File: config.mk
export PLATFORM = sky130hd
export DESIGN_NAME = phase_slew_ctrl
export DESIGN_NICKNAME = d
export VERILOG_FILES = /design/src/rtl/phase_slew_pkg.sv /design/src/rtl/phase_slew_dp.sv /design/src/rtl/phase_slew_ctl.sv /design/src/rtl/phase_slew_ctrl.sv
export SDC_FILE = /design/constraint.sdc
export NUM_CORES = 1
export LEC_CHECK = 0
export BUFFER_PORTS_ARGS = -buffer_cell sky130_fd_sc_hd__buf_2
export CAP_MARGIN = 20
export CELL_PAD_IN_SITES_DETAIL_PLACEMENT = 1
export CELL_PAD_IN_SITES_GLOBAL_PLACEMENT = 1
export CORE_MARGIN = 8
export CORE_UTILIZATION = 35
export DETAILED_ROUTE_END_ITERATION = 10
export PLACE_DENSITY_LB_ADDON = 0.1
export SLEW_MARGIN = 0
export SYNTH_ARGS = -nofsm -noshare
export SYNTH_HDL_FRONTEND = slang
export SYNTH_SLANG_ARGS = --single-unit
File: constraint.sdc
create_clock -name clk -period 8.26 [get_ports clk]
set_input_delay 0.826 -clock clk [delete_from_list [all_inputs] [get_ports clk]]
set_output_delay 0.826 -clock clk [all_outputs]
set_load 0.01 [all_outputs]
File: src/rtl/phase_slew_pkg.sv
package phase_slew_pkg;
  localparam int SLEW_CODE_W = 2;

  // strobes from control to datapath; all zero means hold
  typedef struct packed {
    logic captureBo;  // load offset with err - cmd
    logic clearBo;    // zero the offset
    logic trackCmd;   // cmd <= target
    logic stepCmd;    // cmd moves one bounded step
  } slewCtlT;
endpackage

File: src/rtl/phase_slew_dp.sv
module phase_slew_dp
  import phase_slew_pkg::*;
#(
  parameter int PHASE_W = 16
) (
  input  logic                      clk,
  input  logic                      rst,
  input  slewCtlT                   ctl,
  input  logic [PHASE_W-1:0]        phaseErr,
  input  logic [SLEW_CODE_W-1:0]    slewCode,
  output logic [PHASE_W-1:0]        phaseCmd,
  output logic                      nearTarget
);
  localparam int EXT_W = PHASE_W + 1;

  logic [PHASE_W-1:0] buildOut;
  logic [PHASE_W-1:0] target;
  logic [PHASE_W-1:0] diff;
  logic [EXT_W-1:0]   diffExt;
  logic [EXT_W-1:0]   diffMag;
  logic [EXT_W-1:0]   stepMag;
  logic [PHASE_W-1:0] stepW;
  logic [PHASE_W-1:0] steppedCmd;

  always_comb begin
    target     = phaseErr - buildOut;
    diff       = target - phaseCmd;
    diffExt    = {diff[PHASE_W-1], diff};
    diffMag    = diff[PHASE_W-1] ? (~diffExt + EXT_W'(1)) : diffExt;
    stepMag    = EXT_W'(1) << slewCode;
    stepW      = stepMag[PHASE_W-1:0];
    nearTarget = (diffMag <= stepMag);
    steppedCmd = diff[PHASE_W-1] ? (phaseCmd - stepW) : (phaseCmd + stepW);
  end

  always_ff @(posedge clk) begin
    if (rst) begin
      buildOut <= '0;
    end else if (ctl.captureBo) begin
      buildOut <= phaseErr - phaseCmd;
    end else if (ctl.clearBo) begin
      buildOut <= '0;
    end
  end

  always_ff @(posedge clk) begin
    if (rst) begin
      phaseCmd <= '0;
    end else if (ctl.trackCmd) begin
      phaseCmd <= target;
    end else if (ctl.stepCmd) begin
      phaseCmd <= steppedCmd;
    end
  end
endmodule

File: src/rtl/phase_slew_ctl.sv
module phase_slew_ctl
  import phase_slew_pkg::*;
(
  input  logic    clk,
  input  logic    rst,
  input  logic    evtHoldEnter,
  input  logic    evtHoldExit,
  input  logic    evtRefSwitch,
  input  logic    hitlessMode,
  input  logic    extLoopback,
  input  logic    tick,
  input  logic    nearTarget,
  output slewCtlT ctl,
  output logic    settled
);
  logic slewing;
  logic slewingNext;
  logic anyEvt;
  logic useBuildOut;

  always_comb begin
    anyEvt      = evtHoldEnter | evtHoldExit | evtRefSwitch;
    useBuildOut = hitlessMode & ~extLoopback;
    ctl         = '0;
    slewingNext = slewing;
    if (anyEvt) begin
      if (useBuildOut) begin
        ctl.captureBo = 1'b1;
        slewingNext   = 1'b0;
      end else begin
        ctl.clearBo = 1'b1;
        slewingNext = 1'b1;
      end
    end else if (slewing) begin
      if (tick) begin
        if (nearTarget) begin
          ctl.trackCmd = 1'b1;
          slewingNext  = 1'b0;
        end else begin
          ctl.stepCmd = 1'b1;
        end
      end
    end else begin
      ctl.trackCmd = 1'b1;
    end
  end

  always_ff @(posedge clk) begin
    if (rst) slewing <= 1'b0;
    else     slewing <= slewingNext;
  end

  assign settled = ~slewing;
endmodule

File: src/rtl/phase_slew_ctrl.sv
module phase_slew_ctrl
  import phase_slew_pkg::*;
#(
  parameter int PHASE_W = 16
) (
  input  logic                   clk,
  input  logic                   rst,
  input  logic [PHASE_W-1:0]     phaseErr,
  input  logic                   evtHoldEnter,
  input  logic                   evtHoldExit,
  input  logic                   evtRefSwitch,
  input  logic                   hitlessMode,
  input  logic [SLEW_CODE_W-1:0] slewCode,
  input  logic                   extLoopback,
  input  logic                   tick,
  output logic [PHASE_W-1:0]     phaseCmd,
  output logic                   settled
);
  slewCtlT ctl;
  logic    nearTarget;

  phase_slew_ctl u_ctl (
    .clk(clk), .rst(rst),
    .evtHoldEnter(evtHoldEnter), .evtHoldExit(evtHoldExit), .evtRefSwitch(evtRefSwitch),
    .hitlessMode(hitlessMode), .extLoopback(extLoopback), .tick(tick),
    .nearTarget(nearTarget), .ctl(ctl), .settled(settled)
  );

  phase_slew_dp #(.PHASE_W(PHASE_W)) u_dp (
    .clk(clk), .rst(rst), .ctl(ctl), .phaseErr(phaseErr), .slewCode(slewCode),
    .phaseCmd(phaseCmd), .nearTarget(nearTarget)
  );
endmodule

==> impl_metrics.toml <==
[status]
outcome = "completed"

[cts]
clock_path_buffers = 2
cts_tree = "done"
clkLatencyLatePin_ns = 0.28
root_buffer = "clkbuf_16"
htreeDepth = 2
post_cts.repair.setup_buffers = 0
clkSinkCount = 33
path_clk_slew_ns = 0.06
cts_inserted_buffers = 5

[yosys]
syn_inst = 612
yosysSeqAreaShare = 0.141
yosys.area_share.adder = 0.193
yosysTopAreaCell = "ha_1"
synth_fp_nets = 708
synth_compound_area_frac = 0.269
yosys.area.top_type_share = 0.176
synthDistinctLibCells = 74
synthTopCellsByArea = "ha_1, dfxtp_1, xnor2_1"
async_flop_share = 0
synthMuxAreaShare = 0.0323
ys_warn_count = 0
synthSimpleGateAreaFrac = 0.203
synth-edff-count = 0
ys.flop_type = "dfxtp_1"
postSynthRegisterBits = 33
synth_xor_area_frac = 0.102
postSynthAreaPerCell_um2 = 7.65
synth_area_um2 = 4680
synth_top_family_by_area = "compound AO/OA/AOI/OAI gates"

[drt]
ant_nets = 0
post-route-drc-count = 0
num_vias = 4545
drtIter0Drc = 147
viasPerCell = 5.48
first_pass_iters = 5
wl_per_cell_um = 18.1
drt-total-wl_um = 15000

[worst_setup_path]
cp_data_required_time_ns = 8.45
critPathBufInv = 4
cp_slowest_cell = "or4b_2"
startpoint_type = "primary input"
max_stage_delay_ns = 0.65
regToRegSetupSlack_ns = 0.94
r2r_cells = 34
worstPathArrival_ns = 7.87
cp_max_fo = 6
critPathLaunch = "phaseErr[0]"
cp_common_cell = "a21oi_1"
critPathKind = "primary input to flip-flop"
end_kind = "flip-flop"
path_depth = 36
endpoint = "u_dp.phaseCmd[14]$_SDFFE_PP0P_"
r2r_end = "u_dp.phaseCmd[14]$_SDFFE_PP0P_"
regToRegStartpoint = "u_dp.buildOut[0]$_SDFFE_PP0P_"
cpLargestDelayFamily = "compound AO/OA/AOI/OAI gates"

[sta]
worstMarginPinSlew_ns = 1.02
finalMaxSlewViolations = 0
fmaxAchievable_mhz = 130
finalClockSkew_ns = 0.00704
setup_tns_ns = 0
period_needed_ns = 7.68
final_hold_viol_count = 0
rsz0062_at_grt = "false"
maxSlewHeadroom = 0.315
setup_violations = 0
hold-worst-slack_ns = 0.511
period_share = 0.930

[power_and_ir_drop]
switchingPower_w = 0.000604
p_comb_frac = 0.708
peakVddDrop_mv = 0.0830
pwr_density_cell_nw_per_um2 = 239
p_seq_frac = 0.140
p_clk_frac = 0.152
power.internal_w = 0.000661
switching_share = 0.478
leakagePower_nw = 2.20

[layout]
drive_gt1_frac = 0.128
finalNetCount = 750
n_fill_cell = 1679
syn_to_final_growth_pct = 12.8
multi_input_area_um2 = 3780
antenna_cells = 0
seq_area_um2 = 661
design_area_um2 = 5290

[placement]
dpl-instance-area_um2 = 5120
hpwlAfterDp_um = 12500
gp_congestion = 0.825
io_buffers = 42

[global_route]
grt.overflow.total = 0
grt_max_degree = 40
antenna_found_initial = 0
grt_pass1_wl_um = 24600
track_usage = 0.173
grt_pass1_vias = 4854

[die]
die_width_um = 132
io_pins = 43
die-area_um2 = 17300
die_h_um = 132
start_util = 0.357
rows = 42
fp.coreArea_um2 = 13100

[flow_run]
cap_violations = 0

[hold_path]
hp-class = "flip-flop to flip-flop"
-- per-stage QoR --
stage / std cells / power [W] / utilization / setup WS (ns)
2_1_floorplan: 612 / 0.000836 / - / 0.868
3_3_place_gp: 823 / 0.00104 / 0.390 / 0.164
3_5_place_dp: 823 / 0.00106 / 0.390 / 0.00380
4_1_cts: 830 / 0.00127 / 0.400 / 0.269
5_1_grt: 830 / 0.00138 / 0.402 / 0.0134
6_report: 830 / 0.00126 / 0.402 / 0.578
-- layer usage --
| layer | track usage | share of wire | vias to the layer above |
|---|---|---|---|
| met1 | 0.226 | 0.49 | 2197 |
| li1 | - | - | 2292 |
| met2 | 0.295 | 0.48 | 43 |
| met3 | 0.0210 | 0.015 | 13 |
| met5 | 0 | 0 | - |
| met4 | 0.0428 | 0.011 | 0 |
-- power by group through the flow --
stage | sequential [W] | combinational [W] | clock [W]
after floorplan | 0.000180 | 0.000656 | 0
after global placement | 0.000180 | 0.000861 | 0
after detailed placement | 0.000181 | 0.000879 | 0
after CTS | 0.000177 | 0.000890 | 0.000202
after global routing | 0.000178 | 0.000991 | 0.000206
final | 0.000177 | 0.000896 | 0.000192
-- layout by cell type (no fill, tap or decap), types with 10 or more instances in the layout --
master and n:
nor2_1 69, ha_1 66, inv_1 54, buf_2 42, a21oi_1 38, xnor2_1 36, dfxtp_1 33, nand2_1 27
o21ai_0 26, nor3_1 19, a21o_1 15, a22oi_1 14, mux2i_1 14, nor2b_1 12, a211oi_1 12, xor2_1 11
nand3_1 11, o21a_1 10
-- registers in the layout, summed over array words and instances, names as in the netlist --
| signal | count |
|---|---|
| u_dp.buildOut | 16 |
| u_dp.phaseCmd | 16 |
| u_ctl.slewing | 1 |
-- what timing repair did --
item | CTS | global route
setup endpoints to repair | 0 | 13
hold buffers | 0 | 0
resized for setup | 0 | 5
-- layout make-up --
class,count,share of cell area
repair buffers,51,0.0526
flip-flops and latches,33,0.125
multi-input cells,509,0.715
inverters,54,0.0384
clock buffers,7,0.0270
well taps,176,0.0417
-- worst min path at each step --
| stage | startpoint | to | slack [ns] | cells past startpoint |
|---|---|---|---|---|
| 3_3_place_gp | u_dp.buildOut[0]$_SDFFE_PP0P_ | u_dp.buildOut[0]$_SDFFE_PP0P_ | 0.48 | 2 |
| 3_5_place_dp | u_ctl.slewing$_SDFF_PP0_ | u_dp.phaseCmd[2]$_SDFFE_PP0P_ | 0.50 | 2 |
| 4_1_cts | u_ctl.slewing$_SDFF_PP0_ | u_dp.phaseCmd[2]$_SDFFE_PP0P_ | 0.51 | 2 |
| 6_report | u_dp.buildOut[2]$_SDFFE_PP0P_ | u_dp.buildOut[2]$_SDFFE_PP0P_ | 0.51 | 2 |
| 5_1_grt | u_dp.buildOut[11]$_SDFFE_PP0P_ | u_dp.buildOut[11]$_SDFFE_PP0P_ | 0.53 | 2 |
| 2_1_floorplan | u_dp.buildOut[0]$_SDFFE_PP0P_ | u_dp.buildOut[0]$_SDFFE_PP0P_ | 0.46 | 2 |
-- cells in the mapped netlist, types with 11 or more instances --
| cell type | instances |
|---|---|
| a211oi_1 | 13 |
| a21o_1 | 15 |
| a21oi_1 | 40 |
| a22oi_1 | 14 |
| clkbuf_1 | 11 |
| dfxtp_1 | 33 |
| ha_1 | 66 |
| inv_1 | 54 |
| mux2i_1 | 14 |
| nand2_1 | 27 |
| nand3_1 | 11 |
| nor2_1 | 69 |
| nor2b_1 | 12 |
| nor3_1 | 20 |
| o21ai_0 | 27 |
| xnor2_1 | 37 |
| xor2_1 | 12 |
-- logic make-up after synthesis --
logic type | count (synthesis)
compound gates | 185
xor+xnor | 52
fa+ha+maj | 70
buf+inv | 70
flops | 33
mux | 15
simple gates | 187
-- worst reg2reg max path: cells and delay by family (launching register included) --
kind / cells / cell delay (ns)
flip-flops: 1 / 0.34
adder cells (fa/ha/maj): 4 / 1.30
AND/OR/NAND/NOR: 4 / 1.02
AO/OA/AOI/OAI: 21 / 3.69
XOR/XNOR: 3 / 0.65
buffers and inverters: 2 / 0.24
Power figures use the tool's default switching activity.
